`src/rtl/mbc_pkg.sv`:
```
package mbc_pkg;

  typedef enum logic [2:0] {
    ST_IDLE = 3'd0,
    ST_ALE  = 3'd1,
    ST_HOLD = 3'd2,
    ST_STRB = 3'd3,
    ST_GAP  = 3'd4,
    ST_DONE = 3'd5
  } mbc_state_e;

  // A zero byte-enable is handled as a full word access.
  function automatic logic [1:0] mbc_norm_be(input logic [1:0] be);
    return (be == 2'b00) ? 2'b11 : be;
  endfunction

endpackage

```
`src/rtl/mbc_strobe_timer.sv`:
```
module mbc_strobe_timer #(
  parameter int WAIT_W = 2
) (
  input  logic              clk,
  input  logic              rst,
  input  logic              load,
  input  logic              run,
  input  logic [WAIT_W-1:0] waits,
  output logic              last
);
  localparam int CNT_W = WAIT_W + 2;

  logic [CNT_W-1:0] cnt;

  // Loaded with 2*W+1 so the strobe state is held 2*W+2 clocks.
  always_ff @(posedge clk) begin
    if (rst) begin
      cnt <= '0;
    end else if (load) begin
      cnt <= CNT_W'({waits, 1'b1});
    end else if (run && (cnt != '0)) begin
      cnt <= cnt - 1'b1;
    end
  end

  assign last = (cnt == '0);

endmodule

```
`src/rtl/mbc_lane_plan.sv`:
```
module mbc_lane_plan #(
  parameter int BUS_W = 16
) (
  input  logic             bus16,
  input  logic             plain,
  input  logic [1:0]       be,
  input  logic [BUS_W-1:0] addr,
  input  logic [BUS_W-1:0] wdata,
  input  logic             lane,
  output logic             two_cycles,
  output logic             cur_hi,
  output logic [BUS_W-1:0] cyc_addr,
  output logic [BUS_W-1:0] cyc_wdata,
  output logic             wr_en
);
  localparam int BYTE_W = BUS_W / 2;

  logic [BYTE_W-1:0] sel_byte;

  always_comb begin
    two_cycles = !bus16 && (be == 2'b11);
    if (bus16)           cur_hi = 1'b0;
    else if (two_cycles) cur_hi = lane;
    else                 cur_hi = (be == 2'b10);

    sel_byte = cur_hi ? wdata[BUS_W-1:BYTE_W] : wdata[BYTE_W-1:0];

    if (bus16) begin
      cyc_addr  = addr;
      cyc_wdata = wdata;
    end else begin
      cyc_addr  = {addr[BUS_W-1:1], cur_hi};
      cyc_wdata = {addr[BUS_W-1:BYTE_W], sel_byte};
    end

    // Narrow bus: every write strobes. Wide bus: plain mode, or low lane enabled.
    wr_en = !bus16 || plain || be[0];
  end

endmodule

```
`src/rtl/mbc_seq.sv`:
```
module mbc_seq
  import mbc_pkg::*;
(
  input  logic       clk,
  input  logic       rst,
  input  logic       start,
  input  logic       two_cycles,
  input  logic       tmr_last,
  output mbc_state_e state,
  output logic       lane,
  output logic       tmr_load,
  output logic       tmr_run
);
  mbc_state_e nxt;

  always_comb begin
    nxt = state;
    unique case (state)
      ST_IDLE: if (start) nxt = ST_ALE;
      ST_ALE:  nxt = ST_HOLD;
      ST_HOLD: nxt = ST_STRB;
      ST_STRB: if (tmr_last) nxt = (two_cycles && !lane) ? ST_GAP : ST_DONE;
      ST_GAP:  nxt = ST_ALE;
      ST_DONE: nxt = ST_IDLE;
      default: nxt = ST_IDLE;
    endcase
  end

  assign tmr_load = (state == ST_HOLD);
  assign tmr_run  = (state == ST_STRB);

  always_ff @(posedge clk) begin
    if (rst) begin
      state <= ST_IDLE;
      lane  <= 1'b0;
    end else begin
      state <= nxt;
      if (state == ST_IDLE)     lane <= 1'b0;
      else if (state == ST_GAP) lane <= 1'b1;
    end
  end

endmodule

```
`src/rtl/mux_bus_ctrl.sv`:
```
module mux_bus_ctrl
  import mbc_pkg::*;
#(
  parameter int BUS_W  = 16,
  parameter int WAIT_W = 2
) (
  input  logic              clk,
  input  logic              rst,
  input  logic              cfg_bus16,
  input  logic              cfg_wr_plain,
  input  logic [WAIT_W-1:0] cfg_waits,
  input  logic              req,
  input  logic              req_we,
  input  logic [BUS_W-1:0]  req_addr,
  input  logic [BUS_W-1:0]  req_wdata,
  input  logic [1:0]        req_be,
  output logic              ack,
  output logic [BUS_W-1:0]  rdata,
  output logic [BUS_W-1:0]  ad_out,
  input  logic [BUS_W-1:0]  ad_in,
  output logic              ad_oe_lo,
  output logic              ad_oe_hi,
  output logic              ale,
  output logic              adv_n,
  output logic              rd_n,
  output logic              wr_n
);
  localparam int BYTE_W = BUS_W / 2;

  mbc_state_e        state;
  logic              lane, tmr_load, tmr_run, tmr_last, start, accept;
  logic              two_cycles, cur_hi, wr_en;
  logic [BUS_W-1:0]  cyc_addr, cyc_wdata;

  // Request and configuration captured at acceptance.
  logic              t_we, t_bus16, t_plain;
  logic [WAIT_W-1:0] t_waits;
  logic [1:0]        t_be;
  logic [BUS_W-1:0]  t_addr, t_wdata;

  // Next values of the registered pins.
  logic              ale_nx, adv_nx, rd_nx, wr_nx, oe_lo_nx, oe_hi_nx, ack_nx;
  logic [BUS_W-1:0]  ad_nx;
  logic              cap;

  assign start  = req && !ack;
  assign accept = (state == ST_IDLE) && start;

  always_ff @(posedge clk) begin
    if (rst) begin
      t_we    <= 1'b0;
      t_bus16 <= 1'b1;
      t_plain <= 1'b1;
      t_waits <= '0;
      t_be    <= 2'b11;
      t_addr  <= '0;
      t_wdata <= '0;
    end else if (accept) begin
      t_we    <= req_we;
      t_bus16 <= cfg_bus16;
      t_plain <= cfg_wr_plain;
      t_waits <= cfg_waits;
      t_be    <= mbc_norm_be(req_be);
      t_addr  <= req_addr;
      t_wdata <= req_wdata;
    end
  end

  mbc_seq u_seq (
    .clk        (clk),
    .rst        (rst),
    .start      (start),
    .two_cycles (two_cycles),
    .tmr_last   (tmr_last),
    .state      (state),
    .lane       (lane),
    .tmr_load   (tmr_load),
    .tmr_run    (tmr_run)
  );

  mbc_strobe_timer #(.WAIT_W(WAIT_W)) u_tmr (
    .clk   (clk),
    .rst   (rst),
    .load  (tmr_load),
    .run   (tmr_run),
    .waits (t_waits),
    .last  (tmr_last)
  );

  mbc_lane_plan #(.BUS_W(BUS_W)) u_plan (
    .bus16      (t_bus16),
    .plain      (t_plain),
    .be         (t_be),
    .addr       (t_addr),
    .wdata      (t_wdata),
    .lane       (lane),
    .two_cycles (two_cycles),
    .cur_hi     (cur_hi),
    .cyc_addr   (cyc_addr),
    .cyc_wdata  (cyc_wdata),
    .wr_en      (wr_en)
  );

  always_comb begin
    ale_nx   = 1'b0;
    adv_nx   = 1'b1;
    rd_nx    = 1'b1;
    wr_nx    = 1'b1;
    oe_lo_nx = 1'b0;
    oe_hi_nx = 1'b0;
    ack_nx   = 1'b0;
    ad_nx    = ad_out;
    unique case (state)
      ST_ALE, ST_HOLD: begin
        ale_nx   = (state == ST_ALE);
        adv_nx   = 1'b0;
        ad_nx    = cyc_addr;
        oe_lo_nx = 1'b1;
        oe_hi_nx = 1'b1;
      end
      ST_STRB: begin
        adv_nx = 1'b0;
        if (t_we) begin
          ad_nx    = cyc_wdata;
          oe_lo_nx = 1'b1;
          oe_hi_nx = 1'b1;
          wr_nx    = !wr_en;
        end else begin
          ad_nx    = cyc_addr;
          oe_hi_nx = !t_bus16;
          rd_nx    = 1'b0;
        end
      end
      ST_DONE: ack_nx = 1'b1;
      default: ;
    endcase
  end

  // Read data is taken on the edge where the read strobe deasserts.
  assign cap = !rd_n && rd_nx;

  always_ff @(posedge clk) begin
    if (rst) begin
      ale      <= 1'b0;
      adv_n    <= 1'b1;
      rd_n     <= 1'b1;
      wr_n     <= 1'b1;
      ad_oe_lo <= 1'b0;
      ad_oe_hi <= 1'b0;
      ack      <= 1'b0;
      ad_out   <= '0;
      rdata    <= '0;
    end else begin
      ale      <= ale_nx;
      adv_n    <= adv_nx;
      rd_n     <= rd_nx;
      wr_n     <= wr_nx;
      ad_oe_lo <= oe_lo_nx;
      ad_oe_hi <= oe_hi_nx;
      ack      <= ack_nx;
      ad_out   <= ad_nx;
      if (accept) begin
        rdata <= '0;
      end else if (cap) begin
        if (t_bus16)     rdata <= ad_in;
        else if (cur_hi) rdata[BUS_W-1:BYTE_W] <= ad_in[BYTE_W-1:0];
        else             rdata[BYTE_W-1:0] <= ad_in[BYTE_W-1:0];
      end
    end
  end

endmodule

```
`config.mk`:
```
export PLATFORM = sky130hd
export DESIGN_NAME = mux_bus_ctrl
export DESIGN_NICKNAME = d
export VERILOG_FILES = /design/src/rtl/mbc_pkg.sv /design/src/rtl/mbc_strobe_timer.sv /design/src/rtl/mbc_lane_plan.sv /design/src/rtl/mbc_seq.sv /design/src/rtl/mux_bus_ctrl.sv
export SDC_FILE = /design/constraint.sdc
export NUM_CORES = 1
export LEC_CHECK = 0
export BUFFER_PORTS_ARGS = -buffer_cell sky130_fd_sc_hd__buf_2
export CAP_MARGIN = 15
export CORE_MARGIN = 2
export CORE_UTILIZATION = 40
export CTS_BUF_LIST = sky130_fd_sc_hd__clkbuf_4
export CTS_CLUSTER_DIAMETER = 50
export CTS_CLUSTER_SIZE = 24
export DETAILED_ROUTE_END_ITERATION = 8
export HOLD_SLACK_MARGIN = 0.08
export PLACE_DENSITY = 0.71
export SLEW_MARGIN = 10
export SYNTH_ARGS = -nofsm -noshare
export SYNTH_HDL_FRONTEND = slang
export SYNTH_SLANG_ARGS = --single-unit
```
`constraint.sdc`:
```
create_clock -name clk -period 1.7 [get_ports clk]
set_input_delay 0.085 -clock clk [delete_from_list [all_inputs] [get_ports clk]]
set_output_delay 0.085 -clock clk [all_outputs]
set_load 0.02 [all_outputs]
```
* After elaboration in Yosys (flattened, before gate mapping) *
Index checks and enable logic that the tools add are counted.

operators by class
  bitwise operators = 3
  reduce and logical (&&, ||, !) cells = 30
  multiplexer cells = 24
  add/subtract/negate cells = 1
  equality and inequality tests = 10

operator list
  cell                                               count
  two-way mux 16 bit                                 3
  case mux 16 bit (2 select lines)                   1
  two-way mux 8 bit                                  3
  case mux 3 bit (5 select lines)                    1
  two-way mux 3 bit                                  4
  OR reduction 2 bit                                 5
  two-way mux 1 bit                                  9
  == test 3 x 2 -> 1 bit (second input constant)     2
  == test 3 bit (second input constant)              2
  logical AND 1 bit                                  6
  AND reduction 2 bit                                3
  nonzero test 2 bit                                 3
  OR reduction 3 bit                                 2
  logical NOT 1 bit                                  5
  == test 2 bit (second input constant)              2
  logical NOT 4 bit                                  1
  != test 2 bit (second input constant)              2
  case mux 1 bit (2 select lines)                    2
  nonzero test 4 bit                                 1
  subtractor 4 x 1 -> 4 bit (second input constant)  1
  == test 3 x 1 -> 1 bit (second input constant)     1
  logical NOT 3 bit                                  1
  NOT 1 bit                                          3
  logical NOT 2 bit                                  1
  3 further kinds                                    4

storage, ports and cells
  logic and storage cells = 89
  flip-flop bits (word level) = 86
  output and inout port bits = 39

* Depth between registers and ports, before layout *
  word-level depth = 8
  depth in mapped cells = 6
  depth with buffers taken out = 6

* By module *
From an unflattened synthesis, not the netlist that was laid out.

second synthesis, totals
  cell total of the unflattened synthesis = 443
  area, all modules = 3998.8 um^2

modules (own cells, without submodules)
  module            area an instance (um^2)  times used  cells an instance
  mux_bus_ctrl      3218.1                   1           356
  mbc_lane_plan     380.4                    1           40
  mbc_strobe_timer  227.7                    1           28
  mbc_seq           172.7                    1           19

* Worst setup path after synthesis *
No wires, ideal clock.

  kind = reg2reg
  start = register u_tmr.cnt[0]
  end = register u_tmr.cnt[1]
  cell stages (with the launch flop) = 7
  data arrival time = 1471 ps
  setup time = 87 ps
  path slack = 142 ps
  required time = 1613 ps
  clock period less this slack = 1558 ps
  cell sequence = dfxtp_1 > inv_1 > ha_1 > nor3b_1 > nor2_1 > mux2_2 > o31ai_1

between the ends
  cells in the longest elaborated chain, start to end = 3
  elaborated cells between the ends (all ways) = 6
  classes of those cells = 1 x add/sub; 2 x mux; 3 x reduce/logical

ends and longest elaborated chain
  what                                                             RTL line                                        text
  from (decl)                                                      mbc_strobe_timer.sv:13                          logic [CNT_W-1:0] cnt;
  from (signal assigned)                                           mbc_strobe_timer.sv:20                          cnt <= CNT_W'({waits, 1'b1});
  from (signal assigned)                                           mbc_strobe_timer.sv:22                          cnt <= cnt - 1'b1;
  subtractor 4 x 1 -> 4 bit or nonzero test 4 bit (tied branches)  mbc_strobe_timer.sv:22, mbc_strobe_timer.sv:21
  two-way mux 3 bit or logical AND 1 bit (tied branches)           mbc_strobe_timer.sv:21                          end else if (run && (cnt != '0)) begin
  two-way mux 3 bit or nonzero test 2 bit (tied branches)          n/a

Parallel ways exist; a longest one is shown, timed or not. The select of a mux whose other input is x is not followed.
A chain may end at the register's enable or synchronous reset.

* Worst setup path in the final report *
  start = register u_tmr.cnt[1]
  end = register u_tmr.cnt[0]

between the ends
  cells in the longest elaborated chain, start to end = 3

ends and longest elaborated chain
  what                          RTL line
  nonzero test 4 bit            mbc_strobe_timer.sv:21
  logical AND 1 bit             mbc_strobe_timer.sv:21
  nonzero test 2 bit (no line)  n/a

No other way between the ends.

==> impl_metrics.json <==
{
  "initial_core_util_pct": 41.3,
  "clock-skew-final_ps": 9.68,
  "final_layout_size_suffix_gt1_share_pct": 26.5,
  "vias_per_cell": 5.08,
  "busiest_layer": "met2",
  "grt.overflow.total": 0,
  "die_w_um": 99.1,
  "rsz0062_at_grt": "no",
  "finish.utilization_pct": 56.3,
  "maxSlewHeadroom_pct": 71.6,
  "yosysSeqAreaShare_pct": 47.6,
  "layout_min_cycle_time_ps": 1610,
  "grt_usage_pct": 19.5,
  "setup_tns_ps": 0,
  "io_buffers": 96,
  "synth_area_um2": 3620,
  "htreeDepth": 3,
  "cts_tree": "done",
  "clock_sinks": 86,
  "synth_edf_count": 0,
  "max_cap_viol_count": 0,
  "antenna_cells": 0,
  "first_iter_violations": 133,
  "clk_latency_ps": 430,
  "wl_per_cell_um": 14.2,
  "cts-root-buf": "clkbuf_4",
  "drc": 0,
  "synth_ff_type": "dfxtp_1",
  "ioPinCount": 97,
  "grt_pass1_vias": 3407,
  "firstDrtPassIters": 4,
  "ir_drop_v": 0.000518,
  "core_area_um2": 8760,
  "area_growth_pct": 36.3,
  "path_clk_slew_ps": 130,
  "synth-seq-cells": 86,
  "die_h_um": 99.1,
  "ant_nets": 0,
  "syn_area_per_cell_um2": 8.62,
  "use_met1_pct": 23.4,
  "synth_nets": 479,
  "period_share_pct": 94.9,
  "fmax_mhz": 620,
  "status": "finished clean",
  "power.density_cell_area_nw_per_um2": 874,
  "cts.path.max_buffers": 2,
  "tightest_slew_ps": 415,
  "async_flop_share_pct": 0,
  "ys_warn_count": 0,
  "grtUsageMet2_pct": 33.4,
  "cts_made_buffers": 9,
  "finalNonFillerCells": 681,
  "die_area_um2": 9830,
  "crit_fanout": 4,
  "layout.nets": 627,
  "ys_types": 46,
  "drt_wl_total_um": 9680,
  "critPathKind": "reg -> reg",
  "grt_max_degree": 71,
  "rows": 34,
  "hold_viol_final": 0,
  "power_leakage_uw": 0.00205,
  "fillers": 806,
  "grt.met3_usage_pct": 3.44,
  "holdCritPathClass": "in -> reg",
  "end_kind": "flip-flop",
  "cp_data_arrival_time_ps": 1930,
  "dp.cells": 609,
  "maxSlewViolCount": 0,
  "antenna_found_initial": 0,
  "vias": 3461,
  "finalSetupViolations": 0,
  "synth_cells": 420,
  "crit_required_ps": 2020,
  "finalWeightedCongestion": 0.780,
  "critPathLaunchType": "flip-flop",
  "dp_hpwl_um": 6360,
  "grt_pass1_wl_um": 15500
}
==> critical path: stages (launching register included) <==
cell	delay (ps)
dfxtp_1	340
inv_1	70
ha_1	220
nor3b_1	270
nor2_1	110
buf_4	140
buf_4	140
xnor2_1	130
a21oi_1	80
==> cells by family after synthesis <==
kind of cell	after synthesis	synth area share, %
compound gates	97	18.2
xor+xnor	1	0.242
fa+ha+maj	1	0.346
buf+inv	40	5.43
flops	86	47.6
mux	18	5.01
simple gates	177	23.2
==> Yosys cell counts, types with 2 or more instances <==
| cell type | number | share of area, % |
|---|---|---|
| inv_1 | 6 | 0.62 |
| nor2_1 | 31 | 3.2 |
| o21ai_0 | 3 | 0.41 |
| a211oi_2 | 7 | 2.4 |
| a21oi_1 | 52 | 7.2 |
| buf_2 | 13 | 1.8 |
| o211ai_1 | 2 | 0.41 |
| buf_6 | 3 | 0.93 |
| nor2_2 | 3 | 0.52 |
| nand3b_1 | 7 | 1.5 |
| o21bai_1 | 2 | 0.41 |
| nor3_1 | 4 | 0.55 |
| nand3_1 | 8 | 1.1 |
| or2_2 | 2 | 0.35 |
| nand2_1 | 86 | 8.9 |
| o32ai_1 | 7 | 1.7 |
| clkbuf_1 | 15 | 1.6 |
| nor3b_1 | 4 | 0.83 |
| and3_1 | 7 | 1.2 |
| and2_1 | 3 | 0.52 |
| buf_4 | 2 | 0.41 |
| a311oi_1 | 8 | 1.9 |
| dfxtp_1 | 86 | 48 |
| a211oi_1 | 8 | 1.7 |
| nand2b_1 | 14 | 2.4 |
| mux2i_1 | 17 | 4.7 |
==> layout make-up <==
cell class | instances | area (um2) | share of cell area, %
Sequential cell | 86 | 1730 | 35.0
Multi-Input combinational cell | 294 | 1710 | 34.7
Timing Repair Buffer | 171 | 1230 | 24.9
Tap cell | 108 | 135 | 2.74
Clock buffer | 11 | 82.6 | 1.67
Clock inverter | 5 | 26.3 | 0.532
Inverter | 6 | 22.5 | 0.456
==> where the power goes <==
group	internal, uW	leakage (uW)	switching (uW)
sequential	2180	0.000703	111
clock	322	0.0000641	669
combinational	456	0.00128	574
total	2960	0.00205	1350
==> layout by cell type, fill, tap and decap left out, types with 6 or more instances in the layout <==
master         count
mux2i_1           17
a311oi_1           8
a211oi_2           7
o32ai_1            7
a21oi_1           52
dfxtp_1           82
nand3_1            8
clkbuf_4          11
dlygate4sd3_1     55
nor2_1            31
nand3b_1           7
buf_2             96
buf_4             16
a211oi_1           8
inv_1              6
nand2b_1          14
and3_1             7
nand2_1           86
==> worst paths after layout <==
path | endpoint | slack [ps] | start | cells after the start
setup / recovery | u_tmr.cnt[0] | 90 | u_tmr.cnt[1] | 8
setup reg to reg | u_tmr.cnt[0] | 90 | u_tmr.cnt[1] | 8
hold / removal | u_seq.state[1] | 140 | rst | 3
hold reg to reg | t_addr[0] | 460 | t_addr[0] | 2
==> stage by stage <==
step	worst slack [ps]	hold WS [ps]	power, uW	cell area (um2)
floorplan	142	209	2940	3620
global placement	169	309	3230	4250
detailed placement	93.3	309	3260	4250
CTS	72.2	128	4320	4910
global route	3.55	156	4530	4930
finish	87.3	136	4310	4930
==> metal layers <==
metal / part of all wire (%) / wire [um]
met5: 0 / 0
met1: 43 / 4170
met3: 3.6 / 347
met2: 50 / 4840
met4: 3.3 / 316
==> state kept, by name (all words and copies together), names as in the netlist <==
name / cells
t_be: 2
ale: 1
ad_out: 16
u_seq.state: 3
adv_n: 1
t_addr: 16
t_wdata: 16
rdata: 16
rd_n: 1
t_waits: 2
ad_oe_lo: 1
ack: 1
u_seq.lane: 1
t_bus16: 1
ad_oe_hi: 1
u_tmr.cnt: 4
t_plain: 1
t_we: 1
wr_n: 1
==> what timing repair did <==
action                     4_1_cts  5_1_grt
hold endpoints to repair        55        0
resized for setup                0        5
setup buffers                    0        1
hold buffers                    55        0
setup endpoints to repair        0       25
No activity file was read; power rests on OpenSTA's default activity.
